File: config.mk
export PLATFORM = sky130hd
export DESIGN_NAME = cec_tx
export DESIGN_NICKNAME = d
export VERILOG_FILES = /design/src/rtl/cec_tx_pkg.sv /design/src/rtl/cec_tick_gen.sv /design/src/rtl/cec_byte_sel.sv /design/src/rtl/cec_line_mon.sv /design/src/rtl/cec_tx.sv
export SDC_FILE = /design/constraint.sdc
export NUM_CORES = 1
export LEC_CHECK = 0
export ABC_AREA = 1
export BUFFER_PORTS_ARGS = -buffer_cell sky130_fd_sc_hd__buf_2
export CAP_MARGIN = 20
export CORE_ASPECT_RATIO = 0.7
export CORE_MARGIN = 1
export CORE_UTILIZATION = 62
export DETAILED_ROUTE_END_ITERATION = 10
export PLACE_DENSITY_LB_ADDON = 0.12
export SLEW_MARGIN = 20
export SYNTH_ARGS = -nofsm -noshare
export SYNTH_HDL_FRONTEND = slang
export SYNTH_SLANG_ARGS = --single-unit
File: constraint.sdc
create_clock -name clk_i -period 4.5 [get_ports clk_i]
set_input_delay 0.45 -clock clk_i [delete_from_list [all_inputs] [get_ports clk_i]]
set_output_delay 0.45 -clock clk_i [all_outputs]
set_load 0.02 [all_outputs]
File: src/rtl/cec_tx_pkg.sv
package cec_tx_pkg;
  typedef enum logic [1:0] {ST_IDLE, ST_WAIT, ST_START, ST_BITS} tx_state_e;
  localparam int unsigned SLOT_EOM   = 8;
  localparam int unsigned SLOT_ACK   = 9;
  localparam int unsigned IDLE_FIRST = 7;
  localparam int unsigned IDLE_RETRY = 3;
  localparam logic [3:0]  BCAST_DEST = 4'hF;
endpackage

File: src/rtl/cec_tick_gen.sv
module cec_tick_gen #(
  parameter int unsigned DIV_W = 12
) (
  input  logic             clk_i,
  input  logic             rst_ni,
  input  logic [DIV_W-1:0] div_i,
  output logic             tick_o
);
  logic [DIV_W-1:0] cnt_q;

  assign tick_o = (cnt_q >= div_i);

  always_ff @(posedge clk_i or negedge rst_ni) begin
    if (!rst_ni)     cnt_q <= '0;
    else if (tick_o) cnt_q <= '0;
    else             cnt_q <= cnt_q + 1'b1;
  end
endmodule

File: src/rtl/cec_byte_sel.sv
module cec_byte_sel #(
  parameter int unsigned WORDS = 4,
  parameter int unsigned IDX_W = 4
) (
  input  logic [WORDS*32-1:0] msg_i,
  input  logic [IDX_W-1:0]    idx_i,
  output logic [7:0]          byte_o
);
  localparam int unsigned NB = WORDS * 4;

  logic [7:0] lane [NB];

  for (genvar k = 0; k < NB; k++) begin : g_lane
    assign lane[k] = msg_i[k*8 +: 8];
  end

  assign byte_o = lane[idx_i];
endmodule

File: src/rtl/cec_line_mon.sv
module cec_line_mon #(
  parameter int unsigned IDLE_W = 11
) (
  input  logic              clk_i,
  input  logic              rst_ni,
  input  logic              tick_i,
  input  logic              cec_i,
  output logic              line_o,
  output logic [IDLE_W-1:0] idle_o
);
  logic [1:0]        sync_q;
  logic [IDLE_W-1:0] idle_q;

  always_ff @(posedge clk_i or negedge rst_ni) begin
    if (!rst_ni) begin
      sync_q <= 2'b11;
      idle_q <= '0;
    end else begin
      sync_q <= {sync_q[0], cec_i};
      if (!sync_q[1])                 idle_q <= '0;
      else if (tick_i && idle_q != '1) idle_q <= idle_q + 1'b1;  // saturating
    end
  end

  assign line_o = sync_q[1];
  assign idle_o = idle_q;
endmodule

File: src/rtl/cec_tx.sv
module cec_tx
  import cec_tx_pkg::*;
#(
  parameter int unsigned WORDS = 4,
  parameter int unsigned DIV_W = 12,
  parameter int unsigned CNT_W = 8
) (
  input  logic                        clk_i,
  input  logic                        rst_ni,
  input  logic                        soft_rst_i,
  input  logic [DIV_W-1:0]            div_i,
  input  logic [CNT_W-1:0]            t_start_low_i,
  input  logic [CNT_W-1:0]            t_start_per_i,
  input  logic [CNT_W-1:0]            t_zero_low_i,
  input  logic [CNT_W-1:0]            t_one_low_i,
  input  logic [CNT_W-1:0]            t_bit_per_i,
  input  logic [CNT_W-1:0]            t_samp_i,
  input  logic [WORDS*32-1:0]         msg_i,
  input  logic [$clog2(WORDS*4)-1:0]  len_m1_i,
  input  logic                        start_i,
  input  logic                        cec_i,
  output logic                        cec_drive_o,
  output logic                        busy_o,
  output logic                        eom_o,
  output logic                        good_o,
  output logic                        irq_o
);
  localparam int unsigned NB     = WORDS * 4;
  localparam int unsigned IDX_W  = $clog2(NB);
  localparam int unsigned IDLE_W = CNT_W + 3;

  tx_state_e           state_q;
  logic [CNT_W-1:0]    tcnt_q;
  logic [3:0]          bit_no_q;
  logic [IDX_W-1:0]    byte_no_q, len_q;
  logic [WORDS*32-1:0] msg_q;
  logic                retry_q, ack_q, armed_q, eom_q, good_q, irq_q;

  logic                tick, line;
  logic [IDLE_W-1:0]   idle_cnt, need;
  logic [7:0]          cur_byte;
  logic [2:0]          bsel;
  logic                bit_val, last_byte, ack_slot, bcast, samp, bit_end, lost, ack_now;
  logic [CNT_W-1:0]    low_t;

  cec_tick_gen #(.DIV_W(DIV_W)) u_tick (
    .clk_i(clk_i), .rst_ni(rst_ni), .div_i(div_i), .tick_o(tick)
  );

  cec_line_mon #(.IDLE_W(IDLE_W)) u_mon (
    .clk_i(clk_i), .rst_ni(rst_ni), .tick_i(tick), .cec_i(cec_i),
    .line_o(line), .idle_o(idle_cnt)
  );

  cec_byte_sel #(.WORDS(WORDS), .IDX_W(IDX_W)) u_sel (
    .msg_i(msg_q), .idx_i(byte_no_q), .byte_o(cur_byte)
  );

  assign bcast     = (msg_q[3:0] == BCAST_DEST);
  assign last_byte = (byte_no_q == len_q);
  assign ack_slot  = (bit_no_q == 4'(SLOT_ACK));
  assign bsel      = 3'd7 - bit_no_q[2:0];
  assign samp      = tick && (tcnt_q == t_samp_i);
  assign bit_end   = (tcnt_q == t_bit_per_i - 1'b1);
  assign need      = retry_q ? IDLE_W'(t_bit_per_i) * IDLE_W'(IDLE_RETRY)
                             : IDLE_W'(t_bit_per_i) * IDLE_W'(IDLE_FIRST);

  always_comb begin
    if (bit_no_q < 4'(SLOT_EOM))       bit_val = cur_byte[bsel];
    else if (bit_no_q == 4'(SLOT_EOM)) bit_val = last_byte;
    else                               bit_val = 1'b1;  // ack slot sent recessive
  end

  assign low_t   = bit_val ? t_one_low_i : t_zero_low_i;
  assign lost    = samp && !ack_slot && bit_val && !line;
  assign ack_now = bcast ? line : !line;

  always_comb begin
    case (state_q)
      ST_START: cec_drive_o = (tcnt_q < t_start_low_i);
      ST_BITS:  cec_drive_o = (tcnt_q < low_t);
      default:  cec_drive_o = 1'b0;
    endcase
  end

  always_ff @(posedge clk_i or negedge rst_ni) begin
    if (!rst_ni) begin
      state_q   <= ST_IDLE;
      tcnt_q    <= '0;
      bit_no_q  <= '0;
      byte_no_q <= '0;
      len_q     <= '0;
      msg_q     <= '0;
      retry_q   <= 1'b0;
      ack_q     <= 1'b0;
      armed_q   <= 1'b0;
      eom_q     <= 1'b0;
      good_q    <= 1'b0;
      irq_q     <= 1'b0;
    end else begin
      irq_q <= 1'b0;
      if (!start_i) armed_q <= 1'b1;
      if (soft_rst_i) begin
        state_q <= ST_IDLE;
        tcnt_q  <= '0;
        retry_q <= 1'b0;
        eom_q   <= 1'b0;
        good_q  <= 1'b0;
      end else begin
        case (state_q)
          ST_IDLE: if (start_i && armed_q) begin
            armed_q <= 1'b0;
            msg_q   <= msg_i;
            len_q   <= len_m1_i;
            retry_q <= 1'b0;
            eom_q   <= 1'b0;
            good_q  <= 1'b0;
            state_q <= ST_WAIT;
          end
          ST_WAIT: if (tick && idle_cnt >= need) begin
            state_q <= ST_START;
            tcnt_q  <= '0;
          end
          ST_START: if (tick) begin
            if (tcnt_q == t_start_per_i - 1'b1) begin
              state_q   <= ST_BITS;
              tcnt_q    <= '0;
              bit_no_q  <= '0;
              byte_no_q <= '0;
            end else tcnt_q <= tcnt_q + 1'b1;
          end
          ST_BITS: if (tick) begin
            if (lost) begin
              state_q <= ST_IDLE;
              eom_q   <= 1'b1;
              good_q  <= 1'b0;
              irq_q   <= 1'b1;
            end else begin
              if (samp && ack_slot) ack_q <= ack_now;
              if (bit_end) begin
                tcnt_q <= '0;
                if (ack_slot) begin
                  if (!ack_q) begin
                    if (!retry_q) begin
                      retry_q <= 1'b1;
                      state_q <= ST_WAIT;
                    end else begin
                      state_q <= ST_IDLE;
                      eom_q   <= 1'b1;
                      good_q  <= 1'b0;
                      irq_q   <= 1'b1;
                    end
                  end else if (last_byte) begin
                    state_q <= ST_IDLE;
                    eom_q   <= 1'b1;
                    good_q  <= 1'b1;
                    irq_q   <= 1'b1;
                  end else begin
                    byte_no_q <= byte_no_q + 1'b1;
                    bit_no_q  <= '0;
                  end
                end else bit_no_q <= bit_no_q + 1'b1;
              end else tcnt_q <= tcnt_q + 1'b1;
            end
          end
          default: state_q <= ST_IDLE;
        endcase
      end
    end
  end

  assign busy_o = (state_q != ST_IDLE);
  assign eom_o  = eom_q;
  assign good_o = good_q;
  assign irq_o  = irq_q;
endmodule

# [Word-level counts from Yosys, hierarchy flattened]
# Index checks and enable logic that the tools add are counted.
[totals] output_inout_bits=5 ff_bits=181
[op_classes] n_eq_ne=35 reduce_logical=23 addsub=8 n_lt_le_gt_ge=7 multipliers=2 bitwise=3 mux=89
[op_table] op="$mux W8" count=10
[op_table] op="$mux W4" count=14
[op_table] op="$mux W1" count=40
[op_table] op="$mux W11" count=3
[op_table] op="$ne A3 B3 Y1 const B" count=11
[op_table] op="$bmux W8 S4" count=1
[op_table] op="$eq A8 B8 Y1" count=3
[op_table] op="$pmux W8 S3" count=1
[op_table] op="$mux W2" count=11
[op_table] op="$ne A2 B2 Y1 const B" count=9
[op_table] op="$lt A8 B8 Y1" count=2
[op_table] op="$pmux W4 S2" count=2
[op_table] op="$sub A8 B1 Y8 const B" count=2
[op_table] op="$reduce_and A7 Y1" count=2
[op_table] op="$add A12 B1 Y12 const B" count=1
[op_table] op="$eq A4 B4 Y1 const B" count=3
[op_table] op="$ge A12 B12 Y1" count=1
[op_table] op="$mux W12" count=1
[op_table] op="$add A11 B1 Y11 const B" count=1
[op_table] op="$ge A11 B11 Y1" count=1
[op_table] op="$mul A8 B3 Y11 const B" count=1
[op_table] op="$ne A11 B11 Y1 const B" count=1
[op_table] op="$mul A8 B2 Y10 const B" count=1
[op_table] op="$ne A5 B5 Y1 const B" count=2
[op_table] op="other kinds (26)" count=43

# [Depth between registers and ports, before layout]
[logic_depth] word_depth=13 ltp_mapped=26 depth_no_buf=26

# [Hierarchy]
# A second synthesis with hierarchy kept.
[hier_totals] hier_cells=1491 area_unflattened_um2=12319.3
[modules_own_cells] module="cec_tx" seq_area_each_um2=3903.7 area_each_um2=9031.2 n_inst=1 cells_each=887
[modules_own_cells] module="cec_byte_sel" seq_area_each_um2=0.0 area_each_um2=1656.6 n_inst=1 cells_each=388
[modules_own_cells] module="cec_tick_gen" seq_area_each_um2=300.3 area_each_um2=902.1 n_inst=1 cells_each=118
[modules_own_cells] module="cec_line_mon" seq_area_each_um2=327.8 area_each_um2=729.4 n_inst=1 cells_each=98

# [Least setup slack after synthesis]
# Ideal clock, no wire load.
[synth_timing] path_type="input to register" startpoint="input port t_bit_per_i[0]" endpoint="register state_q[0]" path_stages=22 t_arrival_ns=3.801 setup_time_ns=0.123 path_slack_ns=0.576 path_buffers=0 cell_sequence="fa_1 -> ha_1 -> inv_1 -> fa_1 -> o31ai_1 -> inv_1 -> nor2_1 -> nor2_1 -> o21bai_1 -> nand2_1 -> a21oi_1 -> o21ai_0 -> ha_1 -> nand2_1 -> o41ai_1 -> o21ai_0 -> nand3_1 -> nand3_1 -> nor2_1 -> nand2_1 -> o21ai_0 -> nand2_1"
[synth_via] elab_chain_len=6 elab_cells_between_ends=10
[synth_lines] element="start, declared" line_no="cec_tx.sv:16" text="input logic [CNT_W-1:0] t_bit_per_i,"
[synth_lines] element="$mul A8 B3 Y11 or $mul A8 B2 Y10 (tied branches)" line_no="cec_tx.sv:66, cec_tx.sv:65"
[synth_lines] element="$mux W11" line_no="cec_tx.sv:65" text="assign need = retry_q ? IDLE_W'(t_bit_per_i) * IDLE_W'(IDLE_RETRY)"
[synth_lines] element="$ge A11 B11 Y1" line_no="cec_tx.sv:120" text="ST_WAIT: if (tick && idle_cnt >= need) begin"
[synth_lines] element="$logic_and A1 B1 Y1" line_no="cec_tx.sv:120"
[synth_lines] element="$ne A3 B3 Y1 (no line)"
[synth_lines] element="$reduce_and A8 Y1 (no line) *"
[synth_lines] element="end signal, assigned" line_no="cec_tx.sv:118" text="state_q <= ST_WAIT;"
[synth_lines] element="end signal, assigned" line_no="cec_tx.sv:121" text="state_q <= ST_START;"
[synth_lines] element="end signal, assigned" line_no="cec_tx.sv:126" text="state_q <= ST_BITS;"
[synth_lines] element="end, declared" line_no="cec_tx.sv:32" text="tx_state_e state_q;"
# Every way passes the cells marked *; elsewhere a longest branch is shown, timed or not.
# A chain may end at the register's enable or synchronous reset.

# [Worst setup path in the final report]
# Same ends and word-level chain as after synthesis.

==> results.md <==
- Status: finished, final reports clean
- Total power draw: 7478 µW
- # DRC: 0
- Number of port buffers: 201
- Floorplan row count: 41
- Max-Cap Viols: 0
- Final min period: 4.240 ns
- Wire per inst: 15.22 µm
- Avg Inst Size Synth: 8.274 µm²
- Clock sinks: 181
- EDFF count, synth: 0
- Mapped Cells: 1382
- Tcrit/Tclk final: 0.9423
- Crit-path max FO: 3
- Slew HR: 0.4221
- RSZ-0062 raised after global routing: false
- IO Count: 202
- Pins Over Slew Limit: 0
- FMAX: 235.8 MHz
- DIE AREA: 19000 µm²
- Initial antenna violation count: 3
- Die height: 115.6 µm
- Largest net degree at the start of global routing: 104
- Critical Path AT: 4.55 ns
- Worst hold path type: in2async
- Sequential fraction of the synthesis area: 0.3963
- Syn. warnings: 0
- DP HPWL: 19920 µm
- Vias in the first global route: 8996
- Maximum vdd ir drop: 318.6 µV
- #FFs+latches synth: 181
- Clock skew: 0.01497 ns
- Final hold vios: 0
- Reg2reg end: state_q[1]$_DFFE_PN0P_
- Drt pass-1 iters: 5
- Final #Nets: 1842
- Critical Path End Type: register
- Syn_nets: 1662
- Worst reg2reg startpoint: retry_q$_DFFE_PN0P_
- PD cells: 565.4 nW/µm²
- Total CTS buffers: 17
- Synth Cell Area: 11430 µm²
- Vias post-DR: 9756
- Reg2Reg Depth: 17
- CP Class: in2reg
- Design area: 13230 µm²
- Placed instance area: 12600 µm²
- Commonest non-fill, non-tap cell in the layout: nand2_1
- GRT Total Usage: 0.2978
- Clock Latency Late Sink: 0.43 ns
- R2R setup slack: 1.41 ns
- Final WL: 27630 µm
- Core ar.: 18060 µm²
- Reg clk slew, reported paths: 0.07 ns
- Most frequent cells in the layout: nand2_1, buf_2, dfrtp_1
- Synth cell types: 51
- Grt total ovfl: 0
- Least-Margin Pin Slew: 0.8669 ns
- Clock buffer depth: 2
- Primary FF master, synth: dfrtp_1
- Die X-Extent: 164.3 µm
- Share of synthesized registers carrying an async set or reset: 1.000
- Share of cells above drive strength 1: 0.2255
- 1st-iter DRT viols: 832
- Placed Instances: 1779
- Placer congestion estimate: 0.8760
- Initial Util: 0.6332
- # setup viols final: 0
- CTS tree: done
- Root Buffer: clkbuf_16
- Via density: 5.375
- Synthesis-to-finish area growth: 15.66%
- CP required: 4.81 ns
- Worst setup SP type: primary input
- Leakage: 0.006873 µW
- H-tree Lvls: 4
- WHS: 0.07319 ns
- Finished Layout Cells: 1815
- Antenna-violating nets left: 0
- Fill cells: 1422
- First-pass GRT wire length: 44070 µm
==> logic make-up after synthesis <==
| group | after synthesis | synth area share |
|---|---|---|
| buf+inv | 217 | 0.08032 |
| fa+ha+maj | 83 | 0.09673 |
| xor+xnor | 55 | 0.04213 |
| mux | 93 | 0.09071 |
| compound gates | 159 | 0.07692 |
| flops | 181 | 0.3963 |
| simple gates | 594 | 0.2169 |
==> state kept, by name (all words and copies together), names as in the netlist, 2 cells and up <==
name / count
msg_q: 128
u_tick.cnt_q: 12
u_mon.idle_o: 11
tcnt_q: 8
bit_no_q: 4
byte_no_q: 4
len_q: 4
state_q: 2
u_mon.sync_q: 2
==> where the power goes <==
group	switching, µW	total (µW)	leakage [µW]	internal, µW
Clock	665	1560	0.000289	897
Combinational	1920	3220	0.00444	1300
Sequential	379	2700	0.00215	2320
==> routing by layer <==
metal  global-route usage  share of wire  vias to the layer above
li1                     -              -                     4822
met1               0.4330           0.47                     4575
met2               0.4622           0.44                      336
met3              0.06192          0.073                       23
met4              0.06173         0.0091                        0
met5                    0              0                        -
==> worst max-delay path by stage <==
stage | from | endpoint | slack [ns]
after floorplan | t_bit_per_i[0] | state_q[0]$_DFFE_PN0P_ | 0.58
after global placement | t_bit_per_i[0] | state_q[0]$_DFFE_PN0P_ | 0.06
after detailed placement | t_bit_per_i[0] | state_q[0]$_DFFE_PN0P_ | -0.06
after CTS | byte_no_q[0]$_DFFE_PN0P_ | cec_drive_o | 0.24
after global routing | t_bit_per_i[0] | state_q[0]$_DFFE_PN0P_ | 0.01
final | t_bit_per_i[0] | state_q[0]$_DFFE_PN0P_ | 0.26
==> through the flow <==
stage / worst slack (ns) / setup TNS (ns) / util
after floorplan: 0.5765 / 0 / -
after global placement: 0.05562 / 0 / 0.6975
after detailed placement: -0.06383 / -0.1625 / 0.6975
after CTS: 0.2377 / 0 / 0.7314
after global routing: 0.01291 / 0 / 0.7318
final: 0.2597 / 0 / 0.7324
==> cell usage after synthesis (2+ instances only) <==
cell type | number | area [µm²]
a211oi_1 | 2 | 15.01
a21boi_0 | 4 | 30.03
a21oi_1 | 90 | 450.4
buf_1 | 2 | 7.510
buf_2 | 13 | 65.06
buf_4 | 8 | 60.06
buf_6 | 7 | 78.83
clkbuf_1 | 23 | 86.33
dfrtp_1 | 179 | 4479
dfstp_2 | 2 | 52.55
fa_1 | 9 | 180.2
ha_1 | 74 | 925.9
inv_1 | 156 | 585.6
inv_2 | 5 | 18.77
inv_4 | 2 | 12.51
mux2_2 | 85 | 957.2
mux2i_1 | 8 | 80.08
nand2_1 | 301 | 1130
nand2_2 | 2 | 12.51
nand3_1 | 94 | 470.5
nand4_1 | 16 | 100.1
nor2_1 | 156 | 585.6
nor3_1 | 12 | 60.06
nor3b_1 | 2 | 15.01
nor4_1 | 3 | 18.77
o211ai_1 | 2 | 15.01
o21ai_0 | 39 | 195.2
o21ai_1 | 2 | 10.01
o21ai_2 | 7 | 61.31
o21bai_1 | 2 | 15.01
o31ai_1 | 2 | 15.01
xnor2_1 | 28 | 245.2
xor2_1 | 27 | 236.5
==> worst max-delay path, stage by stage <==
cell and delay [ns]:
buf_2 0.12, fa_1 0.54, ha_1 0.17, inv_1 0.06, fa_1 0.40, o31ai_1 0.33, inv_1 0.07, nor2_1 0.14
nor2_1 0.06, o21bai_1 0.22, nand2_1 0.09, a21oi_1 0.12, o21ai_0 0.10, ha_1 0.31, nand2_1 0.07, o41ai_1 0.35
o21ai_0 0.24, nand3_1 0.23, nand3_1 0.08, nor2_1 0.09, nand2_1 0.08, o21ai_0 0.16, nand2_1 0.06
==> what timing repair did <==
action | CTS | global route
gates resized for setup | 0 | 2
setup buffers | 0 | 0
hold buffers | 0 | 0
endpoints found under the setup margin | 0 | 1
==> layout make-up <==
cell class	instances	area [µm²]	area share
Antenna cell	5	12.51	0.0009461
Clock buffer	19	442.9	0.03349
Clock inverter	12	167.7	0.01268
Inverter	164	626.9	0.04740
Multi-Input combinational cell	984	5997	0.4535
Sequential cell	181	4533	0.3428
Tap cell	236	295.3	0.02233
Timing Repair Buffer	214	1150	0.08694
Power figures use the tool's default switching activity.
